<file path="src/rtl/audio_tx_pkg.sv">
package audio_tx_pkg;

    localparam int SAMPLE_W  = 24;              // bits per channel sample
    localparam int SLOT_LOG2 = 6;               // log2 of bit periods per frame
    localparam int HALF_W    = SLOT_LOG2 - 1;   // index width within a half

    typedef struct packed {
        logic [SAMPLE_W-1:0] left;
        logic [SAMPLE_W-1:0] right;
    } pair_t;

    // Bit carried in a given slot of the frame for the chosen framing.
    function automatic logic slot_bit(input logic [SLOT_LOG2-1:0] slot,
                                      input logic                 i2s,
                                      input pair_t                pr);
        logic [SLOT_LOG2-1:0] pos;
        logic [HALF_W-1:0]    idx;
        logic [SAMPLE_W-1:0]  word;
        pos  = i2s ? (slot - SLOT_LOG2'(1)) : slot;
        idx  = pos[HALF_W-1:0];
        word = pos[SLOT_LOG2-1] ? pr.right : pr.left;
        if (int'(idx) >= SAMPLE_W) begin
            return 1'b0;
        end
        return word[SAMPLE_W-1-int'(idx)];
    endfunction

endpackage

</file>
<file path="src/rtl/audio_tx_mclk_div.sv">
module audio_tx_mclk_div #(
    parameter int DIV_LOG2  = 2,
    parameter int SLOT_LOG2 = 6
) (
    input  logic                 clk,
    input  logic                 rst_n,
    input  logic                 enable,
    input  logic                 i2s,
    output logic                 sclk,
    output logic                 lrck,
    output logic [SLOT_LOG2-1:0] slot,
    output logic                 frame_begin
);
    localparam int CNT_W = DIV_LOG2 + SLOT_LOG2;

    typedef struct packed {
        logic [CNT_W-1:0] cnt;
        logic             sclk;
        logic             lrck;
    } div_t;

    div_t div_d, div_q;

    always_comb begin
        div_d = div_q;
        if (enable) begin
            div_d.cnt = div_q.cnt + CNT_W'(1);
        end else begin
            div_d.cnt = '0;
        end
        div_d.sclk = enable & div_d.cnt[DIV_LOG2-1];
        div_d.lrck = enable & (div_d.cnt[CNT_W-1] ^ ~i2s);
    end

    always_ff @(posedge clk) begin
        if (!rst_n) begin
            div_q <= '0;
        end else begin
            div_q <= div_d;
        end
    end

    assign sclk        = div_q.sclk;
    assign lrck        = div_q.lrck;
    assign slot        = div_q.cnt[CNT_W-1:DIV_LOG2];
    assign frame_begin = enable & (&div_q.cnt);

    // frame clock moves only while the bit clock is low
    p_lrck_at_low_r2: assert property (@(posedge clk) disable iff (!rst_n)
        enable && $past(enable) && $stable(i2s) && !$stable(lrck) |-> !sclk);

    // bit clock high phase lasts exactly two system clocks
    p_sclk_high_two_r2: assert property (@(posedge clk) disable iff (!rst_n)
        enable && $past(enable) && $rose(sclk) |=> sclk ##1 !sclk);

endmodule

</file>
<file path="src/rtl/audio_tx_clk_follow.sv">
module audio_tx_clk_follow #(
    parameter int SLOT_LOG2   = 6,
    parameter int SYNC_STAGES = 2
) (
    input  logic                 clk,
    input  logic                 rst_n,
    input  logic                 enable,
    input  logic                 i2s,
    input  logic                 sclk_ext,
    input  logic                 lrck_ext,
    output logic [SLOT_LOG2-1:0] slot,
    output logic                 frame_begin
);
    localparam int SH_W = SYNC_STAGES + 1;
    localparam logic [SLOT_LOG2-1:0] HALF_SLOT = {1'b1, {(SLOT_LOG2-1){1'b0}}};

    typedef struct packed {
        logic [SH_W-1:0]      sclk_sh;
        logic [SH_W-1:0]      lrck_sh;
        logic                 lr_seen;
        logic [SLOT_LOG2-1:0] slot;
    } fol_t;

    fol_t fol_d, fol_q;

    logic sclk_fall;
    logic lr_now;
    logic lr_chg;
    logic left_now;

    always_comb begin
        sclk_fall = fol_q.sclk_sh[SYNC_STAGES] & ~fol_q.sclk_sh[SYNC_STAGES-1];
        lr_now    = fol_q.lrck_sh[SYNC_STAGES-1];
        lr_chg    = lr_now ^ fol_q.lr_seen;
        left_now  = lr_now ^ i2s;
    end

    always_comb begin
        fol_d         = fol_q;
        fol_d.sclk_sh = {fol_q.sclk_sh[SH_W-2:0], sclk_ext};
        fol_d.lrck_sh = {fol_q.lrck_sh[SH_W-2:0], lrck_ext};
        if (enable && sclk_fall) begin
            fol_d.lr_seen = lr_now;
            if (lr_chg) begin
                fol_d.slot = left_now ? '0 : HALF_SLOT;
            end else begin
                fol_d.slot = fol_q.slot + SLOT_LOG2'(1);
            end
        end
    end

    always_ff @(posedge clk) begin
        if (!rst_n) begin
            fol_q <= '0;
        end else begin
            fol_q <= fol_d;
        end
    end

    assign slot        = fol_q.slot;
    assign frame_begin = enable & sclk_fall & lr_chg & left_now;

    // a frame-clock change restarts at a half boundary
    p_realign_r10: assert property (@(posedge clk) disable iff (!rst_n)
        enable && sclk_fall && lr_chg |=> (fol_q.slot == '0) || (fol_q.slot == HALF_SLOT));

    // each bit-clock fall without frame change moves one slot on
    p_step_r9: assert property (@(posedge clk) disable iff (!rst_n)
        enable && sclk_fall && !lr_chg |=>
            fol_q.slot == SLOT_LOG2'($past(fol_q.slot) + SLOT_LOG2'(1)));

    // slot is frozen between bit-clock falls
    p_hold_r9: assert property (@(posedge clk) disable iff (!rst_n)
        !sclk_fall |=> $stable(fol_q.slot));

endmodule

</file>
<file path="src/rtl/audio_tx_port.sv">
module audio_tx_port
    import audio_tx_pkg::*;
#(
    parameter int DIV_LOG2    = 2,
    parameter int SYNC_STAGES = 2
) (
    input  logic                clk,
    input  logic                rst_n,
    input  logic                role_master,
    input  logic                fmt_i2s,
    input  logic [SAMPLE_W-1:0] sample_l,
    input  logic [SAMPLE_W-1:0] sample_r,
    input  logic                load_valid,
    output logic                load_ready,
    input  logic                sclk_in,
    input  logic                lrck_in,
    output logic                sclk_out,
    output logic                lrck_out,
    output logic                sdata_out
);
    typedef struct packed {
        pair_t hold;
        logic  hold_full;
        pair_t live;
    } port_t;

    port_t st_d, st_q;

    logic [SLOT_LOG2-1:0] m_slot, s_slot, slot;
    logic                 m_begin, s_begin, frame_begin;

    audio_tx_mclk_div #(
        .DIV_LOG2  (DIV_LOG2),
        .SLOT_LOG2 (SLOT_LOG2)
    ) u_div (
        .clk         (clk),
        .rst_n       (rst_n),
        .enable      (role_master),
        .i2s         (fmt_i2s),
        .sclk        (sclk_out),
        .lrck        (lrck_out),
        .slot        (m_slot),
        .frame_begin (m_begin)
    );

    audio_tx_clk_follow #(
        .SLOT_LOG2   (SLOT_LOG2),
        .SYNC_STAGES (SYNC_STAGES)
    ) u_follow (
        .clk         (clk),
        .rst_n       (rst_n),
        .enable      (~role_master),
        .i2s         (fmt_i2s),
        .sclk_ext    (sclk_in),
        .lrck_ext    (lrck_in),
        .slot        (s_slot),
        .frame_begin (s_begin)
    );

    always_comb begin
        slot        = role_master ? m_slot  : s_slot;
        frame_begin = role_master ? m_begin : s_begin;
    end

    always_comb begin
        st_d = st_q;
        if (frame_begin && st_q.hold_full) begin
            st_d.live      = st_q.hold;
            st_d.hold_full = 1'b0;
        end
        if (load_valid && !st_q.hold_full) begin
            st_d.hold.left  = sample_l;
            st_d.hold.right = sample_r;
            st_d.hold_full  = 1'b1;
        end
    end

    always_ff @(posedge clk) begin
        if (!rst_n) begin
            st_q <= '0;
        end else begin
            st_q <= st_d;
        end
    end

    assign load_ready = ~st_q.hold_full;
    assign sdata_out  = slot_bit(slot, fmt_i2s, st_q.live);

    // taking a pair closes the handshake on the next cycle
    p_ready_drop_r7: assert property (@(posedge clk) disable iff (!rst_n)
        load_valid && load_ready |=> !load_ready);

    // a full holding register stays full until a frame starts
    p_ready_hold_r7: assert property (@(posedge clk) disable iff (!rst_n)
        !load_ready && !frame_begin |=> !load_ready);

    // in master role data moves only with a falling bit clock
    p_data_on_fall_r3: assert property (@(posedge clk) disable iff (!rst_n)
        role_master && $past(role_master) && $stable(fmt_i2s) && !$stable(sdata_out)
            |-> $fell(sclk_out));

    // clock outputs idle in slave role
    p_slave_quiet_r9: assert property (@(posedge clk) disable iff (!rst_n)
        !role_master && $past(!role_master) |-> !sclk_out && !lrck_out);

endmodule

</file>
<file path="config.mk">
export PLATFORM = sky130hd
export DESIGN_NAME = audio_tx_port
export DESIGN_NICKNAME = d
export VERILOG_FILES = /design/src/rtl/audio_tx_pkg.sv /design/src/rtl/audio_tx_mclk_div.sv /design/src/rtl/audio_tx_clk_follow.sv /design/src/rtl/audio_tx_port.sv
export SDC_FILE = /design/constraint.sdc
export NUM_CORES = 1
export LEC_CHECK = 0
export CORE_MARGIN = 2
export CORE_UTILIZATION = 55
export DETAILED_ROUTE_END_ITERATION = 7
export DONT_BUFFER_PORTS = 1
export MAX_ROUTING_LAYER = met4
export PLACE_DENSITY = 0.84
export SLEW_MARGIN = 30
export SYNTH_ARGS = -nofsm -noshare
export SYNTH_HDL_FRONTEND = slang
export SYNTH_SLANG_ARGS = --single-unit
</file>
<file path="constraint.sdc">
create_clock -name clk -period 2.6 [get_ports clk]
set_input_delay 0.13 -clock clk [delete_from_list [all_inputs] [get_ports clk]]
set_output_delay 0.13 -clock clk [all_outputs]
set_load 0.03 [all_outputs]
</file>
# After elaboration in Yosys (flattened, before gate mapping)
# Index checks and enable logic that the tools add are counted.
[op_classes]
n_reduce_logical = 7
n_addsub = 4
order_cmp = 2
muxes = 15
n_bitwise = 14
[ops]
columns = ["cell", "n"]
rows = [
  ["$mux W49", 1],
  ["$mux W24", 1],
  ["$mux W6", 4],
  ["$add A8 B1 Y8 const B", 1],
  ["$mux W8", 1],
  ["$reduce_and A8 Y1", 1],
  ["$and A1 B1 Y1", 7],
  ["$lt A6 B7 Y1 const B", 1],
  ["$mux W1", 7],
  ["$add A6 B1 Y6 const B", 1],
  ["$sub A5 B5 Y6 const A", 1],
  ["$sub A6 B1 Y6 const B", 1],
  ["$bmux W1 S5", 1],
  ["$ge A5 B5 Y1 const B", 1],
  ["$not A1 Y1", 4],
  ["$logic_and A1 B1 Y1", 3],
  ["$xor A1 B1 Y1", 3],
  ["$reduce_and A2 Y1", 1],
  ["$reduce_bool A2 Y1", 1],
  ["$logic_not A1 Y1", 1],
]
[word_totals]
inputBits = 55
reg_bits = 119
output_inout_bits = 4

# Depth between registers and ports, before layout
[depth]
ltp_word = 9
ltp_mapped = 12
depth_no_buf = 11

# Cells and area by module
# Synthesis repeated with hierarchy kept, for this count alone.
[unflattened]
hier_cells = 584
hier_area_um2 = 5223.8
[by_module_without_submodules]
columns = ["mod", "cells_each", "area_each_um2", "seq_area_each_um2", "instances"]
rows = [
  ["audio_tx_port", 482, 4272.8, 1941.9, 1],
  ["audio_tx_clk_follow", 56, 539.3, 240.2, 1],
  ["audio_tx_mclk_div", 46, 411.6, 180.2, 1],
]

# Worst setup path before layout
# No wires, ideal clock.
[synth_timing]
path_kind = "register to output"
start = "register u_div.div_q (netlist bit u_div.slot[0])"
end = "output port sdata_out"
t_arrival_ps = 2517
stages_incl_launch_ff = 8
required_time_ps = 2470
path_slack_ps = -47
path_buffers = 0
cell_sequence = "dfxtp_1 -> mux2i_4 -> ha_1 -> mux2i_1 -> mux4_2 -> a221o_1 -> nand4b_1 -> a31oi_1"
[synth_via]
elab_chain_len = 8
elab_cells_between_ends = 11
cone_classes = "2 x add/sub; 1 x order compare; 8 x mux"
[synth_rtl]
columns = ["item", "line_no", "text"]
rows = [
  ["start, declared", "audio_tx_mclk_div.sv:22", "div_t div_d, div_q;"],
  ["start signal, assigned", "audio_tx_mclk_div.sv:39", "div_q <= div_d;"],
  ["$mux W6 (*)", "audio_tx_port.sv:61", "slot = role_master ? m_slot : s_slot;"],
  ["$sub A6 B1 Y6", "audio_tx_pkg.sv:19", "pos = i2s ? (slot - SLOT_LOG2'(1)) : slot;"],
  ["$mux W6 (*)", "audio_tx_pkg.sv:19", ""],
  ["$sub A5 B5 Y6 or $mux W24 (tied branches)", "audio_tx_pkg.sv:25, audio_tx_pkg.sv:21", ""],
  ["$bmux W1 S5", "audio_tx_pkg.sv:25", "return word[SAMPLE_W-1-int'(idx)];"],
  ["$mux W1 (implied by the code) (2 in series)", "audio_tx_pkg.sv:25", ""],
  ["$mux W1 (*)", "audio_tx_pkg.sv:25", ""],
  ["end, declared", "audio_tx_port.sv:19", "output logic sdata_out"],
]
# Every way passes the cells marked *; elsewhere a longest branch is shown, timed or not. The select of a mux whose other input is x is not followed.

# Worst setup path after layout
[layout_timing]
start = "register u_follow.fol_q (netlist bit u_follow.slot[0])"
end = "output port sdata_out"
[layout_via]
elab_chain_len = 8
elab_cells_between_ends = 11
cone_classes = "2 x add/sub; 1 x order compare; 8 x mux"
[layout_rtl]
columns = ["item", "line_no", "text"]
rows = [
  ["start, declared", "audio_tx_clk_follow.sv:24", "fol_t fol_d, fol_q;"],
  ["start signal, assigned", "audio_tx_clk_follow.sv:56", "fol_q <= fol_d;"],
  ["$mux W6 (*)", "audio_tx_port.sv:61", ""],
  ["$sub A6 B1 Y6", "audio_tx_pkg.sv:19", ""],
  ["$mux W6 (*)", "audio_tx_pkg.sv:19", ""],
  ["$sub A5 B5 Y6 or $mux W24 (tied branches)", "audio_tx_pkg.sv:25, audio_tx_pkg.sv:21", ""],
  ["$bmux W1 S5", "audio_tx_pkg.sv:25", ""],
  ["$mux W1 (implied by the code) (2 in series)", "audio_tx_pkg.sv:25", ""],
  ["$mux W1 (*)", "audio_tx_pkg.sv:25", ""],
]
# Marked as above.

==> out/qor.txt <==
r2r worst-path depth: 9
Area growth, synth to finish: 29.4%
CP startpoint kind: flip-flop
Post-synth EDFFs: 0
mux contribution to synthesized area: 0.0688
Initial Util: 0.566
share of cells above drive strength 1: 0.136
Peak VDD IR: 0.456 mV
core area: 9200 µm²
status: finished, violations left
multi-input logic area: 2750 µm²
Hold Path Stages: 2
worst hold slack: 0.00235 ns
Clock Tree Root: clkbuf_8
Synth Area in XOR/XNOR: 0.0322
unrepaired setup endpoints after global routing: true
Post-Route WL: 13100 µm
Post-DP HPWL: 7430 µm
WL per Instance: 16.6 µm
sequential-to-total area share from yosys stat: 0.454
CTS Buf Count: 17
CTS tree: yes
clk sinks: 118
first-pass GRT wire length: 21300 µm
critical path class: flip-flop to primary output
final hold vios: 0
ant diodes: 0
Post-Syn Instances: 599
Least-Margin Pin Slew: 0.503 ns
Synth Flop Type: dfxtp_1
vias per inst: 5.67
largest net degree at the start of global routing: 108
Die Height: 101 µm
IO Count: 59
clock latency on the worst-skew pair: 0.54 ns
total track usage: 0.281
Pwr Density: 699 nW/µm²
Required @ worst endpoint: 2.47 ns
routability congestion estimate: 0.955
pre-CTS setup slack: -0.0260 ns
failing checks: setup timing
syn_nets: 658
Filler cells: 605
crit share post-route: 1.14
max frequency: 338 MHz
HP Class: input port to flip-flop
ys async rst share: 0
max cap viols: 0
non-filler instance count after layout: 786
final setup fails: 1
vias post-DR: 4458
overall die area: 10300 µm²
hold_sp: rst_n
Compound-Gate Fraction of Synth Area: 0.185
Post-Syn Area: 5200 µm²
Slew headroom: 0.661
Syn Area/Cell: 8.69 µm²
Tmin final: 2.96 ns
Static Leak: 2.45 nW
Antenna Nets Post-Route: 0
clk_skew: 0.0130 ns
area share of and/or/nand/nor cells after synthesis: 0.216
Port Buffers: 0
vias in the first global route: 4432
Slew Viols, Final: 0
initial antenna violation count: 0
r2r startpoint: u_div.div_q[2]
yosys warns: 0
final setup margin: -0.360 ns
clk slew on worst S/H paths: 0.06 ns
Reg area: 2370 µm²
Die Width: 101 µm
num rows: 35
Max H-tree Level: 4
largest family of logic cells by synthesized area: simple AND/OR/NAND/NOR gates
Final Net Count: 721
crit end category: primary output
#FFs+latches synth: 118
DRC Markers: 0
placed instance count: 686
crit-path max FO: 7
DR iter-0 viols: 202
total gr overflow: 0
Critical Path AT: 2.83 ns
Worst Setup SP: u_follow.slot[0]
DRT Pass-1 Iters: 5
Adder-Cell Fraction of Synth Area: 0.00962
Unique masters post-synth: 49
Max clock buf depth: 2
==> timing repair <==
item | in CTS | in global routing
setup buffers | 10 | 0
gates resized for setup | 24 | 3
endpoints found under the setup margin | 1 | 1
cloned | 1 | 0
endpoints found under the hold margin | 118 | 8
hold buffers | 55 | 1
pin swaps | 12 | 2
==> metrics by stage <==
stage | area, µm² | util | TNS, ns | power (mW)
final | 6730 | 0.732 | -0.360 | 4.71
after CTS | 6680 | 0.727 | -0.327 | 4.69
after floorplan | 5210 | - | 0 | 2.10
after global placement | 5300 | 0.576 | 0 | 2.11
after global routing | 6730 | 0.732 | -0.496 | 4.84
after detailed placement | 5300 | 0.576 | -0.0260 | 2.12
==> worst max-delay path, stage by stage (launching register included) <==
cell and delay [ns]:
dfxtp_4 0.38, mux2i_4 0.21, ha_4 0.24, mux2i_4 0.21, mux4_2 0.53, a221o_1 0.33
nand4b_1 0.11, a31oi_2 0.12, buf_6 0.16
==> cell usage in the layout (no fill, tap or decap), types with 4 or more instances in the layout <==
cell / instances
dlygate4sd3_1: 55
mux2i_1: 4
and2_1: 7
nand2_1: 217
xnor2_1: 9
nor2_1: 23
a21boi_0: 98
mux4_1: 5
dfxtp_1: 112
buf_6: 6
o21ai_0: 5
xor2_1: 6
bufinv_16: 4
nand3_1: 5
mux4_2: 4
dfxtp_2: 5
buf_4: 17
clkbuf_16: 16
==> cell families after synthesis <==
family          count (synthesis)
xor+xnor                       17
buf+inv                        41
flops                         118
fa+ha+maj                       4
mux                            19
compound gates                127
simple gates                  273
==> metal layers <==
metal,global-route usage,share of wire,vias to the layer above
met5,-,0,-
met4,0.176,0.045,0
met3,0.0649,0.043,48
met1,0.311,0.40,2127
li1,-,-,2145
met2,0.457,0.51,138
==> power breakdown <==
group	switching [mW]	leakage [nW]	internal [mW]
combinational	0.151	1.18	0.169
sequential	0.0294	0.963	1.86
clock	0.882	0.302	1.62
==> registers in the layout, indices dropped and copies added (netlist names) <==
register        count
u_div.lrck          1
u_div.div_q         2
u_follow.slot       6
st_q               97
u_div.slot          6
u_follow.fol_q      2
u_follow.fol_d      4
==> Yosys cell counts, types with 4 or more instances <==
| library cell | number | area (µm²) |
|---|---|---|
| nand2_1 | 217 | 815 |
| dfxtp_1 | 118 | 2360 |
| a21boi_0 | 98 | 736 |
| clkbuf_1 | 28 | 105 |
| nor2_1 | 25 | 93.8 |
| xnor2_1 | 10 | 87.6 |
| and2_1 | 7 | 43.8 |
| buf_2 | 7 | 35.0 |
| mux4_1 | 7 | 184 |
| o21ai_0 | 7 | 35.0 |
| xor2_1 | 6 | 52.6 |
| mux2i_1 | 5 | 50.1 |
| nand3_1 | 5 | 25.0 |
| ha_1 | 4 | 50.1 |
==> layout make-up <==
type / count / area share
well taps: 111 / 0.0206
repair buffers: 81 / 0.122
inverters: 3 / 0.00167
flip-flops and latches: 118 / 0.352
clock buffers: 19 / 0.0656
clock inverters: 13 / 0.0290
multi-input cells: 441 / 0.409
==> path summary, 6_finish.rpt <==
| kind | endpoint | slack, ns |
|---|---|---|
| worst max register to register | st_q[2] | 0.15 |
| worst min-delay path | st_q[5] | 0.002 |
| worst min register to register | u_follow.fol_d[9] | 0.43 |
| worst max-delay path | sdata_out | -0.36 |
No activity file was read; power rests on OpenSTA's default activity.
